### src/rtl/hs_seq_pkg.sv
package hs_seq_pkg;

    localparam int unsigned POSITIONS = 8;
    localparam int unsigned POS_W     = $clog2(POSITIONS);

    typedef logic [POS_W-1:0] pos_t;

    typedef enum logic [1:0] {
        ISEL_FULL = 2'b00,
        ISEL_HIGH = 2'b01,
        ISEL_LOW  = 2'b10,
        ISEL_OFF  = 2'b11
    } isel_e;

    typedef struct packed {
        logic on;
        logic pol;
    } coil_t;

    typedef struct packed {
        coil_t a;
        coil_t b;
    } pair_t;

    function automatic pair_t pos_to_pair(pos_t p);
        pair_t r;
        r.a.on  = (p != 3'd2) && (p != 3'd6);
        r.a.pol = (p == 3'd7) || (p == 3'd0) || (p == 3'd1);
        r.b.on  = (p != 3'd0) && (p != 3'd4);
        r.b.pol = (p == 3'd1) || (p == 3'd2) || (p == 3'd3);
        return r;
    endfunction

    function automatic isel_e level_for(pair_t s, logic hold);
        if (hold)
            return ISEL_LOW;
        else if (s.a.on && s.b.on)
            return ISEL_HIGH;
        else
            return ISEL_FULL;
    endfunction

endpackage

### src/rtl/hs_pos_ctr.sv
module hs_pos_ctr
    import hs_seq_pkg::*;
(
    input  logic clk,
    input  logic rst,
    input  logic take_i,
    input  logic dir_i,
    output pos_t pos_o,
    output pos_t pos_nxt_o
);

    pos_t pos_q;

    assign pos_nxt_o = dir_i ? pos_t'(pos_q + 1'b1) : pos_t'(pos_q - 1'b1);
    assign pos_o     = pos_q;

    always_ff @(posedge clk) begin
        if (rst)
            pos_q <= '0;
        else if (take_i)
            pos_q <= pos_nxt_o;
    end


    no_step_hold_chk: assert property (@(posedge clk) disable iff (rst)
        !take_i |=> $stable(pos_q));


    step_moves_chk: assert property (@(posedge clk) disable iff (rst)
        take_i |=> (pos_q != $past(pos_q)));

endmodule

### src/rtl/hs_decay_tmr.sv
module hs_decay_tmr #(
    parameter int unsigned DECAY_CYC = 4
) (
    input  logic clk,
    input  logic rst,
    input  logic en_i,
    input  logic step_i,
    input  logic rev_i,
    input  logic rev_b_i,
    output logic take_o,
    output logic busy_o,
    output logic sel_b_o
);

    localparam int unsigned CNT_W = $clog2(DECAY_CYC + 1);

    logic [CNT_W-1:0] cnt_q;
    logic             pend_q;
    logic             sel_q;

    assign busy_o  = (cnt_q != '0);
    assign take_o  = en_i && !busy_o && (step_i || pend_q);
    assign sel_b_o = sel_q;

    always_ff @(posedge clk) begin
        if (rst) begin
            cnt_q  <= '0;
            pend_q <= 1'b0;
            sel_q  <= 1'b0;
        end else if (!en_i) begin
            cnt_q  <= '0;
            pend_q <= 1'b0;
        end else begin
            if (take_o)
                pend_q <= pend_q && step_i;
            else
                pend_q <= pend_q || step_i;
            if (take_o && rev_i) begin
                cnt_q <= CNT_W'(DECAY_CYC);
                sel_q <= rev_b_i;
            end else if (busy_o) begin
                cnt_q <= cnt_q - 1'b1;
            end
        end
    end


    no_take_busy_chk: assert property (@(posedge clk) disable iff (rst)
        busy_o |-> !take_o);


    strobe_queued_chk: assert property (@(posedge clk) disable iff (rst)
        (en_i && busy_o && step_i) |=> pend_q);


    cnt_bound_chk: assert property (@(posedge clk) disable iff (rst)
        cnt_q <= CNT_W'(DECAY_CYC));


    interval_runs_chk: assert property (@(posedge clk) disable iff (rst)
        (en_i && busy_o && cnt_q != 1) |=> (busy_o || !en_i));

endmodule

### src/rtl/hs_coil_drv.sv
module hs_coil_drv
    import hs_seq_pkg::*;
#(
    parameter logic PHASE_RST = 1'b1
) (
    input  logic       clk,
    input  logic       rst,
    input  logic       take_i,
    input  coil_t      nxt_i,
    input  coil_t      cur_i,
    input  logic       decay_i,
    input  logic       en_i,
    input  isel_e      level_i,
    output logic       rev_o,
    output logic       phase_o,
    output logic [1:0] isel_o
);

    logic  phase_q;
    isel_e code;

    assign rev_o = take_i && nxt_i.on && (nxt_i.pol != phase_q);

    always_ff @(posedge clk) begin
        if (rst)
            phase_q <= PHASE_RST;
        else if (rev_o)
            phase_q <= nxt_i.pol;
    end

    always_comb begin
        if (!en_i || decay_i || !cur_i.on)
            code = ISEL_OFF;
        else
            code = level_i;
    end

    assign phase_o = phase_q;
    assign isel_o  = code;


    flip_while_off_chk: assert property (@(posedge clk) disable iff (rst)
        (phase_q != $past(phase_q)) |-> (isel_o == ISEL_OFF));


    idle_coil_off_chk: assert property (@(posedge clk) disable iff (rst)
        !cur_i.on |-> (isel_o == ISEL_OFF));

endmodule

### src/rtl/halfstep_seq.sv
module halfstep_seq
    import hs_seq_pkg::*;
#(
    parameter int unsigned DECAY_CYC = 4
) (
    input  logic       clk,
    input  logic       rst,
    input  logic       step_i,
    input  logic       dir_i,
    input  logic       hold_i,
    input  logic       en_i,
    output logic       phase_a_o,
    output logic [1:0] isel_a_o,
    output logic       phase_b_o,
    output logic [1:0] isel_b_o
);

    localparam int unsigned COILS = 2;

    pos_t  pos, pos_nxt;
    pair_t cur_pair, nxt_pair;
    isel_e level;
    logic  take, busy, sel_b;

    coil_t      cur_c [COILS];
    coil_t      nxt_c [COILS];
    logic       rev_c [COILS];
    logic       ph_c  [COILS];
    logic [1:0] is_c  [COILS];

    hs_pos_ctr u_pos (
        .clk       (clk),
        .rst       (rst),
        .take_i    (take),
        .dir_i     (dir_i),
        .pos_o     (pos),
        .pos_nxt_o (pos_nxt)
    );

    assign cur_pair = pos_to_pair(pos);
    assign nxt_pair = pos_to_pair(pos_nxt);
    assign level    = level_for(cur_pair, hold_i);

    assign cur_c[0] = cur_pair.a;
    assign cur_c[1] = cur_pair.b;
    assign nxt_c[0] = nxt_pair.a;
    assign nxt_c[1] = nxt_pair.b;

    hs_decay_tmr #(.DECAY_CYC(DECAY_CYC)) u_tmr (
        .clk     (clk),
        .rst     (rst),
        .en_i    (en_i),
        .step_i  (step_i),
        .rev_i   (rev_c[0] || rev_c[1]),
        .rev_b_i (rev_c[1]),
        .take_o  (take),
        .busy_o  (busy),
        .sel_b_o (sel_b)
    );

    for (genvar g = 0; g < COILS; g++) begin : g_coil
        hs_coil_drv #(.PHASE_RST(1'b1)) u_drv (
            .clk     (clk),
            .rst     (rst),
            .take_i  (take),
            .nxt_i   (nxt_c[g]),
            .cur_i   (cur_c[g]),
            .decay_i (busy && (sel_b == 1'(g))),
            .en_i    (en_i),
            .level_i (level),
            .rev_o   (rev_c[g]),
            .phase_o (ph_c[g]),
            .isel_o  (is_c[g])
        );
    end

    assign phase_a_o = ph_c[0];
    assign isel_a_o  = is_c[0];
    assign phase_b_o = ph_c[1];
    assign isel_b_o  = is_c[1];


    never_dual_full_chk: assert property (@(posedge clk) disable iff (rst)
        !((isel_a_o == ISEL_FULL) && (isel_b_o == ISEL_FULL)));


    disabled_off_chk: assert property (@(posedge clk) disable iff (rst)
        !en_i |-> ((isel_a_o == ISEL_OFF) && (isel_b_o == ISEL_OFF)));


    disabled_freeze_chk: assert property (@(posedge clk) disable iff (rst)
        !en_i |=> ($stable(phase_a_o) && $stable(phase_b_o)));

endmodule

### config.mk
export PLATFORM = sky130hd
export DESIGN_NAME = halfstep_seq
export DESIGN_NICKNAME = d
export VERILOG_FILES = /design/src/rtl/hs_seq_pkg.sv /design/src/rtl/hs_pos_ctr.sv /design/src/rtl/hs_decay_tmr.sv /design/src/rtl/hs_coil_drv.sv /design/src/rtl/halfstep_seq.sv
export SDC_FILE = /design/constraint.sdc
export NUM_CORES = 1
export LEC_CHECK = 0
export ABC_AREA = 1
export BUFFER_PORTS_ARGS = -buffer_cell sky130_fd_sc_hd__buf_2
export CORE_UTILIZATION = 60
export CTS_BUF_LIST = sky130_fd_sc_hd__clkbuf_4 sky130_fd_sc_hd__clkbuf_8
export DETAILED_ROUTE_END_ITERATION = 16
export GPL_TIMING_DRIVEN = 1
export PLACE_DENSITY = 0.84
export SKIP_LAST_GASP = 1
export SLEW_MARGIN = 25
export SYNTH_ARGS = -nofsm -noshare
export SYNTH_HDL_FRONTEND = slang
export SYNTH_SLANG_ARGS = --single-unit
### constraint.sdc
create_clock -name clk -period 4.5 [get_ports clk]
set_input_delay 0.9 -clock clk [delete_from_list [all_inputs] [get_ports clk]]
set_output_delay 0.9 -clock clk [all_outputs]
set_load 0.05 [all_outputs]
==> impl_metrics.yaml, run 1 <==
timing:
  hold_slack_ns: 0.495
  slew_viol_final: 0
  worst_slew_margin_rel: 0.796
  fin_ws_ns: 1.70
  rsz0062_at_grt: "no"
  setup_violations: 0
  fin_crit_sh: 0.623
  finalHoldViolCount: 0
  finClkSkew_ns: 0.00842
  finalSetupTns_ns: 0
  period_minus_slack_ns: 2.80
  worst_pin_slew_ns: 0.305
  max_freq_mhz: 357
floorplanning:
  die_width_microns: 38.2
  dieArea_sq_um: 1460
  placementRows: 12
  coreArea_sq_um: 1160
  boundaryPins: 12
  die_h_microns: 38.2
  start_util: 0.682
detailed_routing:
  drt-initial-drc-count: 23
  dr.pass1.iters: 4
  wl_per_cell_microns: 11.4
  wl_microns: 1500
  dr_total_vias: 698
  drc: 0
  routed_via_density: 5.33
  ant_nets: 0
min_path:
  whs_path_depth: 2
  holdPathEnd: "u_tmr.sel_b_o$_SDFFE_PP0P_"
  min_from: "u_tmr.sel_b_o$_SDFFE_PP0P_"
  min_path_type: "flip-flop to flip-flop"
logic_synthesis:
  synth_mux_area_frac: 0
  netlist_instances: 103
  yosysWarnings: 0
  ys_seq_area_frac: 0.254
  synth_top_family_by_area: "simple AND/OR/NAND/NOR gates"
  syn_avg_cell_area_sq_um: 7.65
  synth_fp_nets: 120
  synthSimpleGateAreaFrac: 0.332
  synthAdderAreaFrac: 0.184
  synth_xor_area_frac: 0.0111
  ys_seq_elements: 10
  syn_area_sq_um: 788
  synth_compound_area_frac: 0.103
  yosysUniqueCellTypes: 21
clock_tree:
  postCtsSetupRepairBufs: 0
  cts_buffers: 3
  h-tree-depth: 1
  clock_latency_ns: 0.28
  clkTransAtPathRegs_ns: 0.07
  clock-sinks: 10
  root_buffer: "clkbuf_4"
  ctsHoldBuffers: 0
  ctsResizeCount: 0
  cts_tree: "done"
  cts_buffer_depth: 2
critical_path:
  worstSetupPathType: "flip-flop to output pin"
  r2r_start: "u_pos.pos_o[1]$_SDFFE_PP0P_"
  r2r_cells: 11
  reg2reg_slack_ns: 2.73
  start_kind: "flip-flop"
  arrival_ns: 1.90
  crit_path_start: "u_tmr.cnt_q[0]$_SDFFE_PP0P_"
  reg2reg_to: "u_tmr.cnt_q[2]$_SDFFE_PP0P_"
  critPathMaxFanout: 6
  endpoint_kind: "output pin"
  crit_required_ns: 3.60
placement:
  portBuffers: 11
  dp_slack_ns: 1.89
  placed_area_sq_um: 841
  dpl.hpwl_microns: 1170
  gp_congestion: 0.792
  dp_cells: 127
power_and_ir_drop:
  p_total_mw: 0.350
  power_leakage_nw: 0.461
  ir_worst_vdd_mv: 0.225
  powerDensity_nw_per_um2: 400
cells_and_area:
  seqCellArea_sq_um: 200
  n_fill_cell: 83
  fin_util: 0.759
  fin_cells: 131
  multi_input_area_sq_um: 497
  layout_common_cells: "inv_1 (18), nand2_1 (17), buf_2 (11)"
  final_common_cell: "inv_1"
  nets: 135
  drive_above_1_share: 0.256
  final_cell_area_sq_um: 877
  area_delta_synth_final_pct: 11.3
  diodes: 0
global_route:
  grt_usage: 0.260
  grt_pass1_wl_microns: 2540
  grt_pass1_vias: 655
  antenna_found_initial: 0
  grt_max_degree: 9
  gr-total-overflow: 0
job:
  drv_cap: 0
outcome:
  status: "completed"
-- Yosys cell counts --
library cell | instances | area (sq um)
nand3_1 | 5 | 25.0
inv_2 | 1 | 3.75
fa_1 | 1 | 20.0
nand3_4 | 1 | 17.5
nor2_4 | 2 | 22.5
dfxtp_1 | 10 | 200
a31oi_1 | 1 | 6.26
nor2_1 | 9 | 33.8
nor4_1 | 1 | 6.26
nand2_4 | 1 | 11.3
nand2_2 | 5 | 31.3
buf_12 | 1 | 20.0
nand2_1 | 17 | 63.8
o31ai_1 | 1 | 7.51
nand3_2 | 5 | 50.1
xor2_1 | 1 | 8.76
ha_1 | 10 | 125
a21oi_1 | 6 | 30.0
a211oi_1 | 1 | 7.51
inv_1 | 18 | 67.6
o21ai_0 | 6 | 30.0
-- worst max path at each step --
stage / endpoint / cells past startpoint
2_1_floorplan: isel_a_o[0] / 1
3_3_place_gp: isel_b_o[0] / 5
3_5_place_dp: isel_b_o[0] / 5
4_1_cts: isel_b_o[0] / 7
5_1_grt: isel_b_o[0] / 7
6_report: isel_b_o[0] / 7
-- where the power goes --
part | internal (mW) | switching, mW | leakage, nW
clock | 0.0493 | 0.0340 | 0.0210
sequential | 0.0997 | 0.00988 | 0.0818
combinational | 0.0490 | 0.109 | 0.358
-- worst max-delay path: stages, from the launching register on --
cell	delay, ns
dfxtp_1	0.32
inv_1	0.06
ha_1	0.16
ha_1	0.31
inv_1	0.14
a211oi_1	0.28
o21ai_0	0.14
buf_2	0.23
-- routing by layer --
| metal | up-vias | track usage | wire (microns) |
|---|---|---|---|
| met2 | 30 | 0.436 | 716 |
| met1 | 313 | 0.281 | 620 |
| met4 | 0 | 0.116 | 36 |
| li1 | 349 | - | - |
| met5 | - | 0 | 0 |
| met3 | 6 | 0.110 | 125 |
-- kinds of logic (layout without fill, tap and decap cells) --
| family | Yosys count | in the layout |
|---|---|---|
| AND/OR/NAND/NOR | 46 | 46 |
| buffers and inverters | 20 | 34 |
| AO/OA/AOI/OAI | 15 | 15 |
| adder cells (fa/ha/maj) | 11 | 11 |
| flip-flops | 10 | 10 |
| XOR/XNOR | 1 | 1 |
-- cell type report --
type,count,share of cell area
inverters,19,0.0813
clock buffers,4,0.0414
multi-input cells,73,0.566
well taps,14,0.0200
flip-flops and latches,10,0.228
repair buffers,11,0.0628
-- flip-flops by register name, indices dropped and copies added, names as in the netlist --
name                  cells
u_tmr.sel_b_o             1
u_tmr.cnt_q               3
u_tmr.pend_q              1
u_pos.pos_o               3
g_coil.u_drv.phase_o      2
Power figures use the tool's default switching activity.
==> run 2: changes to the inputs <==
- CORE_UTILIZATION: 60 -> 52
- PLACE_DENSITY: 0.84 -> 0.77
- clock period: 4.5 -> 2.5 ns (I/O delays scaled with it)
==> impl_metrics.yaml, run 2 (synthesis gave the netlist of run 1 again) <==
global_route:
  gr-total-overflow: 0
  antenna_found_initial: 0
  grt_max_degree: 9
  grt_pass1_wl_microns: 2270
  grt_usage: 0.217
  grt_pass1_vias: 527
power_and_ir_drop:
  p_total_mw: 0.633
  power_leakage_nw: 0.460
  powerDensity_nw_per_um2: 719
  ir_worst_vdd_mv: 0.536
detailed_routing:
  ant_nets: 0
  wl_microns: 1480
  drt-initial-drc-count: 9
  dr_total_vias: 669
  routed_via_density: 5.07
  wl_per_cell_microns: 11.2
  dr.pass1.iters: 4
  drc: 0
clock_tree:
  cts_buffer_depth: 2
  cts_buffers: 3
  postCtsSetupRepairBufs: 0
  ctsResizeCount: 0
  h-tree-depth: 1
  clock-sinks: 10
  ctsHoldBuffers: 0
  cts_tree: "done"
  clock_latency_ns: 0.28
  root_buffer: "clkbuf_4"
  clkTransAtPathRegs_ns: 0.08
cells_and_area:
  nets: 135
  diodes: 0
  multi_input_area_sq_um: 499
  fin_cells: 132
  final_common_cell: "inv_1"
  layout_common_cells: "inv_1 (18), nand2_1 (17), buf_2 (11)"
  area_delta_synth_final_pct: 11.7
  seqCellArea_sq_um: 200
  final_cell_area_sq_um: 881
  n_fill_cell: 125
  drive_above_1_share: 0.265
  fin_util: 0.652
placement:
  portBuffers: 11
  dp_cells: 128
  dpl.hpwl_microns: 1160
  placed_area_sq_um: 842
  dp_slack_ns: 0.442
  gp_congestion: 0.737
min_path:
  min_path_type: "input port to flip-flop"
critical_path:
  endpoint_kind: "output pin"
  arrival_ns: 1.77
  worstSetupPathType: "flip-flop to output pin"
  start_kind: "flip-flop"
  crit_required_ns: 2.00
  critPathMaxFanout: 6
  reg2reg_slack_ns: 0.71
outcome:
  status: "completed"
floorplanning:
  dieArea_sq_um: 1680
  die_width_microns: 40.9
  die_h_microns: 40.9
  placementRows: 13
  coreArea_sq_um: 1350
  start_util: 0.584
  boundaryPins: 12
timing:
  period_minus_slack_ns: 2.27
  fin_crit_sh: 0.909
  worst_pin_slew_ns: 0.316
  finalSetupTns_ns: 0
  max_freq_mhz: 440
  slew_viol_final: 0
  hold_slack_ns: 0.480
  setup_violations: 0
  fin_ws_ns: 0.228
  worst_slew_margin_rel: 0.789
  rsz0062_at_grt: "no"
  finalHoldViolCount: 0
  finClkSkew_ns: 0.00847
job:
  drv_cap: 0
[run 2: final cells by class]
| cell class | instances | share of cell area |
|---|---|---|
| Timing Repair Buffer | 11 | 0.0625 |
| Sequential cell | 10 | 0.227 |
| Inverter | 19 | 0.0810 |
| Multi-Input combinational cell | 73 | 0.567 |
| Clock buffer | 4 | 0.0412 |
| Tap cell | 15 | 0.0213 |
[run 2: layer usage]
metal / global-route usage / share of wire
met1: 0.293 / 0.50
met2: 0.289 / 0.43
met3: 0.0978 / 0.053
met4: 0.100 / 0.018
met5: 0 / 0
[run 2: power breakdown]
part | switching, mW | total, mW | internal (mW)
Sequential | 0.0180 | 0.197 | 0.179
Clock | 0.0659 | 0.155 | 0.0887
Combinational | 0.191 | 0.281 | 0.0896
[run 2: final timing paths]
path	from	endpoint	depth (start not counted)
setup / recovery	u_tmr.cnt_q[0]$_SDFFE_PP0P_	isel_b_o[0]	7
hold / removal	rst	u_pos.pos_o[1]$_SDFFE_PP0P_	2
setup reg to reg	u_pos.pos_o[1]$_SDFFE_PP0P_	u_tmr.cnt_q[0]$_SDFFE_PP0P_	9
hold reg to reg	u_tmr.sel_b_o$_SDFFE_PP0P_	u_tmr.sel_b_o$_SDFFE_PP0P_	2
[run 2: worst max-delay path, cell delays in order, from the launching register on]
cell      delay (ns)
dfxtp_1         0.32
inv_1           0.05
ha_1            0.16
ha_2            0.25
inv_1           0.10
a211oi_1        0.26
o21ai_0         0.13
buf_2           0.23
